==> config.mk <==
export PLATFORM = sky130hd
export DESIGN_NAME = glitch_filt
export DESIGN_NICKNAME = d
export VERILOG_FILES = /design/src/rtl/glitch_filt_pkg.sv /design/src/rtl/glitch_filt_sync.sv /design/src/rtl/glitch_filt_decode.sv /design/src/rtl/glitch_filt_core.sv /design/src/rtl/glitch_filt.sv
export SDC_FILE = /design/constraint.sdc
export NUM_CORES = 1
export LEC_CHECK = 0
export BUFFER_PORTS_ARGS = -buffer_cell sky130_fd_sc_hd__buf_4
export CAP_MARGIN = 20
export CORE_AREA = 4 4 41 43
export CTS_CLUSTER_DIAMETER = 80
export DETAILED_ROUTE_END_ITERATION = 6
export DIE_AREA = 0 0 45 47
export PLACE_DENSITY = 0.71
export SETUP_SLACK_MARGIN = 0.15
export SLEW_MARGIN = 25
export SYNTH_ARGS = -nofsm -noshare
export SYNTH_HDL_FRONTEND = slang
export SYNTH_SLANG_ARGS = --single-unit
==> constraint.sdc <==
create_clock -name clk_i -period 2.65 [get_ports clk_i]
set_clock_uncertainty 0.05 [all_clocks]
set_input_delay 0.1325 -clock clk_i [delete_from_list [all_inputs] [get_ports clk_i]]
set_output_delay 0.1325 -clock clk_i [all_outputs]
set_load 0.01 [all_outputs]
==> src/rtl/glitch_filt_pkg.sv <==
package glitch_filt_pkg;

  typedef enum logic {
    FCLK_PRESCALED = 1'b0,
    FCLK_MAIN      = 1'b1
  } fclk_sel_e;

  // bit k of the width code -> 2^(k+1) filter periods
  function automatic int unsigned periods_for_bit(input int unsigned k);
    return 32'd2 << k;
  endfunction

endpackage

==> src/rtl/glitch_filt_sync.sv <==
module glitch_filt_sync #(
  parameter int unsigned STAGES = 2
) (
  input  logic clk_i,
  input  logic rst_ni,
  input  logic d_i,
  output logic q_o
);

  logic [STAGES-1:0] stage_q;

  generate
    if (STAGES == 1) begin : g_one
      always_ff @(posedge clk_i or negedge rst_ni) begin
        if (!rst_ni) stage_q <= '0;
        else         stage_q <= d_i;
      end
    end else begin : g_chain
      always_ff @(posedge clk_i or negedge rst_ni) begin
        if (!rst_ni) stage_q <= '0;
        else         stage_q <= {stage_q[STAGES-2:0], d_i};
      end
    end
  endgenerate

  assign q_o = stage_q[STAGES-1];

endmodule

==> src/rtl/glitch_filt_decode.sv <==
module glitch_filt_decode
  import glitch_filt_pkg::*;
#(
  parameter int unsigned CODE_W = 4,
  parameter int unsigned CNT_W  = 4
) (
  input  logic              clk_i,
  input  logic              rst_ni,
  input  logic [CODE_W-1:0] code_i,
  output logic              bypass_o,
  output logic [CNT_W-1:0]  limit_o,
  output logic              restart_o
);

  logic [CODE_W-1:0] code_q;
  logic [CNT_W-1:0]  lim_bit [CODE_W];
  logic [$clog2(CODE_W+1)-1:0] ones;

  genvar gi;
  generate
    for (gi = 0; gi < CODE_W; gi++) begin : g_lim
      // terminal count is periods-1
      assign lim_bit[gi] = CNT_W'(periods_for_bit(gi) - 1);
    end
  endgenerate

  always_comb begin
    ones    = '0;
    limit_o = '0;
    for (int i = 0; i < CODE_W; i++) begin
      ones = ones + code_i[i];
      if (code_i[i]) limit_o = lim_bit[i];
    end
    bypass_o = (ones != 1);
  end

  always_ff @(posedge clk_i or negedge rst_ni) begin
    if (!rst_ni) code_q <= '0;
    else         code_q <= code_i;
  end

  assign restart_o = (code_q != code_i);

endmodule

==> src/rtl/glitch_filt_core.sv <==
module glitch_filt_core #(
  parameter int unsigned CNT_W = 4
) (
  input  logic             clk_i,
  input  logic             rst_ni,
  input  logic             sync_i,
  input  logic             bypass_i,
  input  logic [CNT_W-1:0] limit_i,
  input  logic             restart_i,
  input  logic             tick_i,
  output logic             filt_o
);

  logic             out_q;
  logic [CNT_W-1:0] cnt_q;

  always_ff @(posedge clk_i or negedge rst_ni) begin
    if (!rst_ni) begin
      out_q <= 1'b0;
      cnt_q <= '0;
    end else if (bypass_i) begin
      out_q <= sync_i;
      cnt_q <= '0;
    end else if (restart_i || (sync_i == out_q)) begin
      cnt_q <= '0;
    end else if (tick_i) begin
      if (cnt_q == limit_i) begin
        out_q <= sync_i;
        cnt_q <= '0;
      end else begin
        cnt_q <= cnt_q + 1'b1;
      end
    end
  end

  assign filt_o = out_q;

  a_r2_bypass_follows: assert property (@(posedge clk_i) disable iff (!rst_ni)
    bypass_i |=> (out_q == $past(sync_i)));

  a_r4_count_bounded: assert property (@(posedge clk_i) disable iff (!rst_ni)
    (!bypass_i && !restart_i) |-> (cnt_q <= limit_i));

  a_r6_hold_without_tick: assert property (@(posedge clk_i) disable iff (!rst_ni)
    (!bypass_i && !tick_i) |=> $stable(out_q));

  a_r7_equal_holds: assert property (@(posedge clk_i) disable iff (!rst_ni)
    (sync_i == out_q) |=> $stable(out_q));

  a_r8_restart_holds: assert property (@(posedge clk_i) disable iff (!rst_ni)
    (restart_i && !bypass_i) |=> $stable(out_q));

endmodule

==> src/rtl/glitch_filt.sv <==
module glitch_filt
  import glitch_filt_pkg::*;
#(
  parameter int unsigned CODE_W      = 4,
  parameter int unsigned SYNC_STAGES = 2
) (
  input  logic              clk_i,
  input  logic              rst_ni,
  input  logic              raw_i,
  input  logic [CODE_W-1:0] width_code_i,
  input  logic              fclk_sel_i,
  input  logic              tick_i,
  output logic              filt_o
);

  localparam int unsigned MAX_PERIODS = 2 << (CODE_W - 1);
  localparam int unsigned CNT_W       = $clog2(MAX_PERIODS);

  logic             sync_lvl;
  logic             bypass;
  logic             restart;
  logic [CNT_W-1:0] limit;
  logic             tick_eff;

  glitch_filt_sync #(.STAGES(SYNC_STAGES)) u_sync (
    .clk_i  (clk_i),
    .rst_ni (rst_ni),
    .d_i    (raw_i),
    .q_o    (sync_lvl)
  );

  glitch_filt_decode #(.CODE_W(CODE_W), .CNT_W(CNT_W)) u_dec (
    .clk_i     (clk_i),
    .rst_ni    (rst_ni),
    .code_i    (width_code_i),
    .bypass_o  (bypass),
    .limit_o   (limit),
    .restart_o (restart)
  );

  assign tick_eff = (fclk_sel_e'(fclk_sel_i) == FCLK_MAIN) ? 1'b1 : tick_i;

  glitch_filt_core #(.CNT_W(CNT_W)) u_core (
    .clk_i     (clk_i),
    .rst_ni    (rst_ni),
    .sync_i    (sync_lvl),
    .bypass_i  (bypass),
    .limit_i   (limit),
    .restart_i (restart),
    .tick_i    (tick_eff),
    .filt_o    (filt_o)
  );

  a_r9_main_clock_ticks: assert property (@(posedge clk_i) disable iff (!rst_ni)
    fclk_sel_i |-> tick_eff);

endmodule

==> results of run 1 <==
[layout make-up]
class                      instances  area share (%)
clock buffer                       4            3.08
multi-input combinational         50            44.4
tap                               15            2.20
inverter                           5            2.20
sequential                        11            32.3
timing repair buffer              16            15.8
[sequential cells by signal, summed over array words and instances (netlist names)]
| register | cells |
|---|---|
| u_core.cnt_q | 4 |
| u_dec.code_q | 4 |
| u_sync.stage_q | 2 |
| u_core.filt_o | 1 |
[what timing repair did]
action,in CTS,in global routing
hold endpoints to repair,16,0
resized for setup,0,1
buffers inserted,0,0
setup endpoints to repair,0,3
hold buffers,6,0
[routing by layer]
layer  GRT usage [%]  routed length [µm]
met1            18.4                 618
met2            29.7                 708
met3            3.83                  57
met4            8.77                  36
met5               0                   0
[cell families (layout without fill, tap and decap cells)]
kind of cell               count (synthesis)  count (layout)
AOI/OAI and AO/OA                         12              12
xor gates and xnor gates                   3               3
buffers and inverters                      5              25
and+or+nand+nor                           29              29
adders and majority gates                  5               5
DFF                                       11              11
muxes                                      1               1
[power groups by stage]
stage               combinational (mW)  sequential, mW  clock [mW]
floorplan                       0.0466           0.184           0
global placement                0.0810           0.183           0
detailed placement              0.0825           0.184           0
CTS                             0.0898           0.181       0.116
global route                     0.102           0.182       0.126
finish                          0.0930           0.181       0.111
[synth_stat cells (all sizes together), types with 2 or more instances]
| master | instances |
|---|---|
| inv | 5 |
| nand3 | 5 |
| xor2 | 2 |
| nor2b | 4 |
| dfrtp | 11 |
| nor2 | 7 |
| ha | 4 |
| nor3b | 2 |
| nand4bb | 2 |
| nand2 | 4 |
| o22ai | 2 |
| a21oi | 3 |
[worst max-delay path, cell delays in order]
cell and delay [ns]:
dlygate4sd3_1 0.53, buf_4 0.16, fa_1 0.42, ha_1 0.30
nor3b_1 0.26, nand2_1 0.10, o22ai_2 0.21, nand4bb_1 0.13
a31oi_1 0.19
[worst max path at each step]
stage | slack (ns) | startpoint | end
2_1_floorplan | 0.43 | width_code_i[0] | u_core.cnt_q[2]
3_3_place_gp | 0.30 | width_code_i[1] | u_core.cnt_q[2]
3_5_place_dp | 0.24 | width_code_i[1] | u_core.cnt_q[2]
4_1_cts | 0.21 | width_code_i[2] | u_core.cnt_q[2]
5_1_grt | 0.21 | width_code_i[2] | u_core.cnt_q[2]
6_report | 0.35 | width_code_i[2] | u_core.cnt_q[2]
[layout by cell type, fill, tap and decap left out]
cell type	count
a2111oi_2	1
dfrtp_1	11
nand4_1	1
mux2_1	1
nand3b_1	1
nand3_1	5
nor2_1	7
inv_1	5
ha_1	4
xnor2_1	1
buf_4	10
nor2b_1	4
or2_2	1
clkbuf_1	1
o31ai_2	1
o21ai_1	1
a22oi_1	1
dlygate4sd3_1	6
nor3b_1	2
a21oi_1	3
fa_1	1
and2b_1	1
nand4bb_1	2
a221oi_1	1
o22ai_2	2
a31oi_1	1
clkbuf_4	3
nand2_1	4
or4_4	1
xor2_1	2
o311ai_0	1
==> impl_results.md, run 1 <==
- Worst r2r path cells: 5
- RR Startpoint: u_core.cnt_q[2]
- Top cells by area, synth: dfrtp_1 (41%), ha_1 (7.5%), nor2_1 (3.9%)
- Mapped Cells: 66
- Yosys warnings: 0
- Synth Area in Simple Gates: between 20% and 30%
- Final Critical Period: ~2.3 ns
- Row Count: 13
- # port buffers: 9
- Post-Layout Cell Count: a little over 100
- Critical Path AT: ~2.4 ns
- Maximum vdd drop: between 0.0003 and 0.0004 V
- Vias per inst: around 5.4
- Final ANT Viol Nets: 0
- Main combinational cell family by area after synthesis: simple AND/OR/NAND/NOR gates
- Fin area: between 800 and 900 µm²
- Hold_ws: around 0.17 ns
- Number of inserted diodes: 0
- Largest net degree at the start of global routing: 12
- Max Clk Rate: 0.434 GHz
- Global-route wire length before repair: between 2000 and 2500 µm
- Footprint of the multi-input gates: between 300 and 400 µm²
- CTS H-Tree Depth: 1
- Post-synth ARST share: between 90% and 100%
- Clk buf depth: 2
- Initial antenna violation count: 0
- Syn avg cell area: 10.1 µm²
- Fin. Hold Viols: 0
- TNS Setup: 0 ns
- Synth cell types: 28
- Post-Synth Adder-Cell Area: about a tenth
- RSZ-0062 raised after global routing: false
- Compound-gate portion of the synthesized area: 14.6%
- CP Launch Type: input port
- Core area: 0.00130 mm²
- EDFF count, synth: 0
- GPL Wtd Cong: around 0.86
- DRT Pass-1 Iters: 2
- Hold_sp: tick_i
- Final net count: roughly 100
- CTS Root Cell: clkbuf_4
- Worst hold path class: in -> reg
- Worst-path clk slew: 0.07 ns
- Dpl cell area: approximately 760 µm²
- # DRC: 0
- Slack of the critical path: ~0.35 ns
- Die Height: around 47 µm
- XOR/XNOR Fraction of Synth Area: 3.94%
- Seq/Total Area, Yosys: between 40% and 50%
- Sw Ratio: a little over a quarter
- Die ar.: around 0.0021 mm²
- Clock Latency Late Sink: about 0.27 ns
- Switching Power: between 100 and 150 µW
- Final wirelength: 1420 µm
- Max-cap violation count: 0
- R2r setup slk: about 0.65 ns
- Outcome: finished, final reports clean
- Reg power frac: roughly 47%
- Comb power frac: between 20% and 30%
- Setup violations, final: 0
- Worst reg2reg path endpoint: u_core.filt_o
- Final Max Tran Viols: 0
- Required @ worst endpoint: roughly 2.8 ns
- Area Overhead vs Synth: 28.0%
- Initial Utilization: approximately half
- Worst-Margin Slew: about 0.31 ns
- Int Pwr: between 200 and 300 µW
- Pwr Total: slightly below 400 µW
- Largest area contributor in the netlist: dfrtp_1
- Critical Path Fanout Max: 6
- Mapped Area: between 600 and 700 µm²
- Flip-flop and latch area: between 200 and 300 µm²
- Clk sink count: 11
- Total CTS buffers: 3
- Vias in the first global route: between 500 and 600
- Grt ovf: 0
- CTS tree: yes
- Number of synthesized register bits: 11
- Max_slew headroom: slightly below 80%
- Layout cell share with drive strength beyond 1: 22.1%
- DP HPWL: 1040 µm
- Fin util: around 66%
- Pwr/cell area: about 450 mW/mm²
- Syn Nets: 80
- Crit share post-route: 86.9%
- Total GRT Usage: approximately 17%
- Die Wd: roughly 45 µm
- Mux cell area share after synthesis: between 1.5 and 2%
- Setup crit end kind: flop
- Vias: 550
- Top Ports: 10
- DR iter-0 viols: 4
- WL/cell: roughly 14 µm
- Total instance count after detailed placement: 91
- # fillers: approximately 110
- Worst Hold Path EP: u_core.cnt_q[1]
- Clk pwr share: approximately 29%
- Min-Delay Path Depth: 4
- WS Path Type: in -> reg
- Pre-CTS WS: 0.240 ns
- Leakage: approximately 0.4 nW
- Top cell type's share of synthesized area: 41.3%
- Top FF cell, synth: dfrtp_1
No activity file was read; power rests on OpenSTA's default activity.
==> inputs of run 2 (changes only) <==
--- a/config.mk
+++ b/config.mk
@@ -7,11 +7,13 @@
 export LEC_CHECK = 0
 export BUFFER_PORTS_ARGS = -buffer_cell sky130_fd_sc_hd__buf_4
 export CAP_MARGIN = 20
-export CORE_AREA = 4 4 41 43
+export CELL_PAD_IN_SITES_DETAIL_PLACEMENT = 0
+export CELL_PAD_IN_SITES_GLOBAL_PLACEMENT = 1
+export CORE_MARGIN = 4
+export CORE_UTILIZATION = 41
 export CTS_CLUSTER_DIAMETER = 80
 export DETAILED_ROUTE_END_ITERATION = 6
-export DIE_AREA = 0 0 45 47
-export PLACE_DENSITY = 0.71
+export PLACE_DENSITY_LB_ADDON = 0.1
 export SETUP_SLACK_MARGIN = 0.15
 export SLEW_MARGIN = 25
 export SYNTH_ARGS = -nofsm -noshare
==> impl_results.md, run 2 (synthesized netlist as in run 1, its figures left out) <==
- Outcome: finished, final reports clean (unchanged)
- Core area: 0.00152 mm² (was 0.00130 mm²)
- Total CTS buffers: 3 (unchanged)
- DRT Pass-1 Iters: 4 (was 2)
- Clk pwr share: 27.8% (was 28.8%)
- Max Clk Rate: 0.443 GHz (was 0.434 GHz)
- Setup crit end kind: flop (unchanged)
- DR iter-0 viols: 16 (was 4)
- Worst-path clk slew: 0.06 ns (was 0.07 ns)
- Switching Power: 98.3 µW (was 104 µW)
- Largest net degree at the start of global routing: 12 (unchanged)
- Row Count: 14 (was 13)
- # port buffers: 9 (unchanged)
- Number of inserted diodes: 0 (unchanged)
- Max-cap violation count: 0 (unchanged)
- GR Layer Usage met1: 17.7% (was 18.4%)
- DP HPWL: 993 µm (was 1040 µm)
- Vias: 550 (unchanged)
- Critical Path AT: 2.39 ns (was 2.44 ns)
- Initial antenna violation count: 0 (unchanged)
- Min-Delay Path Depth: 4 (unchanged)
- # DRC: 0 (unchanged)
- Final Critical Period: 2.26 ns (was 2.30 ns)
- Top Ports: 10 (unchanged)
- Pwr Total: 380 µW (was 385 µW)
- Required @ worst endpoint: 2.78 ns (about the same)
- Die ar.: 0.00234 mm² (was 0.00212 mm²)
- TNS Setup: 0 ns (unchanged)
- Reg power frac: 47.4% (was 47.0%)
- Worst hold path class: in -> reg (unchanged)
- WL/cell: 12.5 µm (was 14.1 µm)
- Pre-CTS WS: 0.253 ns (was 0.240 ns)
- Pwr/cell area: 442 mW/mm² (was 451 mW/mm²)
- R2r setup slk: 0.65 ns (about the same)
- Critical Path Fanout Max: 6 (unchanged)
- Initial Utilization: 43.8% (was 51.3%)
- Setup violations, final: 0 (unchanged)
- Global-route wire length before repair: 2320 µm (was 2440 µm)
- Hold_sp: tick_i (unchanged)
- RSZ-0062 raised after global routing: false (unchanged)
- Layout cell share with drive strength beyond 1: 23.3% (was 22.1%)
- Final Max Tran Viols: 0 (unchanged)
- Commonest non-fill, non-tap cell in the layout: dfrtp_1 (unchanged)
- WS Path Type: in -> reg (unchanged)
- Total GRT Usage: 12.5% (was 16.6%)
- Final wirelength: 1280 µm (was 1420 µm)
- Total instance count after detailed placement: 92 (was 91)
- Vias per inst: 5.39 (was 5.45)
- Area Overhead vs Synth: 28.9% (was 28.0%)
- Worst reg2reg path endpoint: u_core.filt_o (unchanged)
- Met3 Resource Use GR: 4.91% (was 3.83%)
- RR Startpoint: u_core.cnt_q[2] (unchanged)
- Final net count: 101 (unchanged)
- Sw Ratio: 25.9% (was 27.1%)
- Clock Latency Late Sink: 0.26 ns (was 0.27 ns)
- GPL Wtd Cong: 0.766 (was 0.857)
- Worst r2r path cells: 5 (unchanged)
- CTS H-Tree Depth: 1 (unchanged)
- Worst Hold Path EP: u_core.cnt_q[1] (unchanged)
- CP Launch Type: input port (unchanged)
- Regs by FF count: u_core.cnt_q: 4 flops, u_dec.code_q: 4 flops, u_sync.stage_q: 2 flops (unchanged)
- Die Height: 48.3 µm (was 47 µm)
- GR Util met2: 17.8% (was 29.7%)
- Comb power frac: 24.8% (was 24.2%)
- Int Pwr: 282 µW (was 281 µW)
- Commonest cells after routing, fill and taps aside: dfrtp_1 (11), buf_4 (10), nor2_1 (7), dlygate4sd3_1 (6) (unchanged)
- Post-Layout Cell Count: 102 (was 101)
- Maximum vdd drop: 0.000402 V (was 0.000386 V)
- Crit share post-route: 85.2% (was 86.9%)
- Clk buf depth: 2 (unchanged)
- Vias in the first global route: 506 (was 573)
- CTS Root Cell: clkbuf_4 (unchanged)
- Fin. Hold Viols: 0 (unchanged)
- Worst-Margin Slew: 0.304 ns (was 0.312 ns)
- Slack of the critical path: 0.393 ns (was 0.348 ns)
- CTS tree: yes (unchanged)
- Grt ovf: 0 (unchanged)
- Max_slew headroom: 79.7% (was 79.0%)
- Leakage: 0.392 nW (was 0.390 nW)
- Final ANT Viol Nets: 0 (unchanged)
- Grt peak-use layer: met2 (unchanged)
- Clk sink count: 11 (unchanged)
- Die Wd: 48.3 µm (was 45 µm)
run 2: changes by cell type in the layout (fill, tap and decap cells not counted):
cell     before  now
nor3b_1       2    1
nor3b_2       0    1
run 2: stage by stage:
step	hold slack, ns	instance area (µm²)	utilization [%]
2_1_floorplan	-0.213	667	-
3_3_place_gp	-0.0821	762	50.0
3_5_place_dp	-0.0815	762	50.0
4_1_cts	0.164	848	55.7
5_1_grt	0.178	860	56.4
6_report	0.173	860	56.4
run 2: routing by layer:
metal | up-vias | part of all wire, %
met5 | - | 0
met4 | 0 | 0
met3 | 0 | 5.2
met2 | 12 | 46
met1 | 256 | 48
li1 | 282 | -
run 2: worst max-delay path by stage:
stage,from,to,cells after the start
finish,width_code_i[2],u_core.cnt_q[2],9
global route,width_code_i[2],u_core.cnt_q[2],9
CTS,width_code_i[2],u_core.cnt_q[2],9
detailed placement,width_code_i[1],u_core.cnt_q[2],10
global placement,width_code_i[1],u_core.cnt_q[3],10
floorplan,width_code_i[0],u_core.cnt_q[2],9
run 2: worst max-delay path, stage by stage:
cell	delay, ns
dlygate4sd3_1	0.53
buf_4	0.16
fa_1	0.41
ha_1	0.31
nor3b_2	0.23
nand2_1	0.09
o22ai_2	0.21
nand4bb_1	0.14
a31oi_1	0.16
run 2: repair_timing:
item,4_1_cts,5_1_grt
endpoints found under the hold margin,16,0
hold buffers,6,0
buffers inserted,0,0
gates resized for setup,0,2
endpoints found under the setup margin,0,4
run 2: cell type report:
type	count	area, µm²
fill	142	664
multi-input combinational	50	384
sequential	11	275
timing repair buffer	16	135
clock buffer	4	26.3
tap	16	20.0
inverter	5	18.8
run 2: power groups by stage:
stage / Combinational, mW / Sequential, mW / Clock [mW]
3_5_place_dp: 0.0828 / 0.183 / 0
5_1_grt: 0.106 / 0.181 / 0.121
3_3_place_gp: 0.0825 / 0.183 / 0
4_1_cts: 0.0899 / 0.180 / 0.112
6_report: 0.0941 / 0.180 / 0.106
2_1_floorplan: 0.0466 / 0.184 / 0
==> inputs of run 3 (changes only) <==
--- a/config.mk
+++ b/config.mk
@@ -10,10 +10,12 @@
 export CELL_PAD_IN_SITES_DETAIL_PLACEMENT = 0
 export CELL_PAD_IN_SITES_GLOBAL_PLACEMENT = 1
 export CORE_MARGIN = 4
-export CORE_UTILIZATION = 41
+export CORE_UTILIZATION = 44
+export CTS_BUF_LIST = sky130_fd_sc_hd__clkbuf_8
 export CTS_CLUSTER_DIAMETER = 80
 export DETAILED_ROUTE_END_ITERATION = 6
 export PLACE_DENSITY_LB_ADDON = 0.1
+export RECOVER_POWER = 100
 export SETUP_SLACK_MARGIN = 0.15
 export SLEW_MARGIN = 25
 export SYNTH_ARGS = -nofsm -noshare
==> impl_results.md, run 3 (synthesized netlist as in run 1, its figures left out) <==
- Outcome: finished, final reports clean (unchanged)
- Die Height: 46.9 µm (was 48.3 µm)
- Initial Utilization: 48.8% (was 43.8%)
- Top Ports: 10 (unchanged)
- Vias per inst: 5.66 (was 5.39)
- Worst Hold Path EP: u_dec.code_q[2] (was u_core.cnt_q[1])
- Total GRT Usage: 16.1% (was 12.5%)
- Final net count: 99 (was 101)
- Max_slew headroom: 63.1% (was 79.7%)
- Die ar.: 0.00220 mm² (was 0.00234 mm²)
- # port buffers: 9 (unchanged)
- Pwr/cell area: 513 mW/mm² (was 442 mW/mm²)
- Vias in the first global route: 529 (was 506)
- Die Wd: 46.9 µm (was 48.3 µm)
- Fin. Hold Viols: 0 (unchanged)
- TNS Setup: 0 ns (unchanged)
- Clk sink count: 11 (unchanged)
- Largest stage delay, worst path: 0.37 ns (was 0.53 ns)
- DP HPWL: 973 µm (was 993 µm)
- Vias: 560 (was 550)
- WS Path Type: in -> reg (unchanged)
- Total CTS buffers: 3 (unchanged)
- RR Startpoint: u_core.cnt_q[2] (unchanged)
- Commonest non-fill, non-tap cell in the layout: dfrtp_1 (unchanged)
- Core area: 0.00137 mm² (was 0.00152 mm²)
- Kind of cell adding the most delay to the critical path: adder cells (unchanged)
- Crit share post-route: 83.3% (was 85.2%)
- Final ANT Viol Nets: 0 (unchanged)
- Worst hold path class: in -> reg (unchanged)
- # DRC: 0 (unchanged)
- # Post-CTS Setup Buffers: 0 (unchanged)
- Critical Path AT: 2.31 ns (was 2.39 ns)
- Fin util: 60.3% (was 56.4%)
- Global-route wire length before repair: 2430 µm (was 2320 µm)
- Worst Path Buf+Inv: 2 (unchanged)
- # fillers: 133 (was 142)
- Worst r2r path cells: 5 (unchanged)
- Pwr Total: 423 µW (was 380 µW)
- Worst reg2reg path endpoint: u_core.filt_o (unchanged)
- Final Max Tran Viols: 0 (unchanged)
- DR iter-0 viols: 19 (was 16)
- Final Critical Period: 2.21 ns (was 2.26 ns)
- Hold_ws: 0.0965 ns (was 0.173 ns)
- Leakage: 0.368 nW (was 0.392 nW)
- RSZ-0062 raised after global routing: false (unchanged)
- Regs by FF count: u_core.cnt_q: 4 flops, u_dec.code_q: 4 flops, u_sync.stage_q: 2 flops (unchanged)
- CTS Root Cell: clkbuf_8 (was clkbuf_4)
- Initial antenna violation count: 0 (unchanged)
- Worst-path clk slew: 0.05 ns (was 0.06 ns)
- CP Launch Type: input port (unchanged)
- Clock Latency Late Sink: 0.24 ns (was 0.26 ns)
- Row Count: 13 (was 14)
- Hold_sp: width_code_i[2] (was tick_i)
- Final wirelength: 1320 µm (was 1280 µm)
- Hold Buf Count CTS: 4 (was 6)
- Maximum vdd drop: 0.000429 V (was 0.000402 V)
- Critical-path top delay cell: fa_1 (was dlygate4sd3_1)
- CTS tree: yes (unchanged)
- Worst-Margin Slew: 0.554 ns (was 0.304 ns)
- GPL Wtd Cong: 0.757 (was 0.766)
- Number of inserted diodes: 0 (unchanged)
- CP Cell Sequence: clkbuf_1, inv_1, ha_1, fa_1, ha_1, nor3b_1, nand2_1, o22ai_1, nand4bb_1, a31oi_1 (was dlygate4sd3_1, buf_4, fa_1, ha_1, nor3b_2, nand2_1, o22ai_2, nand4bb_1, a31oi_1)
- WL/cell: 13.4 µm (was 12.5 µm)
- Required @ worst endpoint: 2.75 ns (was 2.78 ns)
- Min-Delay Path Depth: 1 (was 4)
- Commonest cells after routing, fill and taps aside: dfrtp_1 (11), nor2_1 (7), inv_1 (6), clkbuf_1 (6), nand3_1 (5) (was dfrtp_1 (11), buf_4 (10), nor2_1 (7), dlygate4sd3_1 (6))
- Setup violations, final: 0 (unchanged)
- Layout cell share with drive strength beyond 1: 14.3% (was 23.3%)
- CTS H-Tree Depth: 1 (unchanged)
- Setup crit end kind: flop (unchanged)
- Max-cap violation count: 0 (unchanged)
- Critical Path Fanout Max: 5 (was 6)
- DRT Pass-1 Iters: 4 (unchanged)
- Clk buf depth: 2 (unchanged)
- R2r setup slk: 0.70 ns (was 0.65 ns)
- CTS resizes: 0 (unchanged)
- Largest net degree at the start of global routing: 12 (unchanged)
- Most used cell, CP: ha_1
- Area Overhead vs Synth: 23.5% (was 28.9%)
- Grt ovf: 0 (unchanged)
- Max Clk Rate: 0.453 GHz (was 0.443 GHz)
-- run 3: changes by cell type in the layout (fill, tap and decap cells not counted), sizes merged --
| cell | change |
|---|---|
| clkbuf | +6 |
| inv | +1 |
| buf | -7 |
| dlygate4sd3 | -2 |
-- run 3: through the flow --
stage / cells / area (µm²) / setup WS (ns)
after floorplan: 66 / 667 / 0.433
final: 99 / 823 / 0.443
after detailed placement: 91 / 761 / 0.248
after global placement: 91 / 761 / 0.270
after CTS: 99 / 846 / 0.499
after global routing: 99 / 823 / 0.185
-- run 3: layer usage --
layer / wire length (µm) / GRT usage [%] / up-vias / part of all wire (%)
met5: 0 / 0 / - / 0
met4: 14 / 3.31 / 0 / 1.1
met3: 73 / 4.60 / 2 / 5.5
met2: 645 / 25.2 / 12 / 49
met1: 589 / 22.2 / 268 / 45
li1: - / - / 278 / -
-- run 3: power by group --
group	internal (mW)	switching (mW)
logic	0.0363	0.0436
clock network	0.101	0.0607
registers	0.176	0.00475
-- run 3: worst reg2reg max path, stage by stage, from the launching register on --
cell	delay [ns]
dfrtp_1	0.44
or4_4	0.50
o22ai_2	0.17
o21ai_1	0.12
o31ai_2	0.22
mux2_1	0.34
-- run 3: final cells by class --
| type | count | area (µm²) | share of cell area, % |
|---|---|---|---|
| sequential | 11 | 275 | 33.4 |
| tap | 15 | 18.8 | 2.28 |
| inverter | 5 | 18.8 | 2.28 |
| clock inverter | 1 | 3.75 | 0.456 |
| multi-input combinational | 50 | 373 | 45.3 |
| clock buffer | 3 | 41.3 | 5.02 |
| timing repair buffer | 14 | 92.6 | 11.2 |
-- run 3: worst max-delay path by stage --
stage	from	endpoint	cells past startpoint
after global routing	width_code_i[0]	u_core.cnt_q[2]	10
after floorplan	width_code_i[0]	u_core.cnt_q[2]	9
after detailed placement	width_code_i[1]	u_core.cnt_q[2]	10
final	width_code_i[0]	u_core.cnt_q[2]	10
after CTS	width_code_i[1]	u_core.cnt_q[2]	10
after global placement	width_code_i[0]	u_core.cnt_q[2]	10
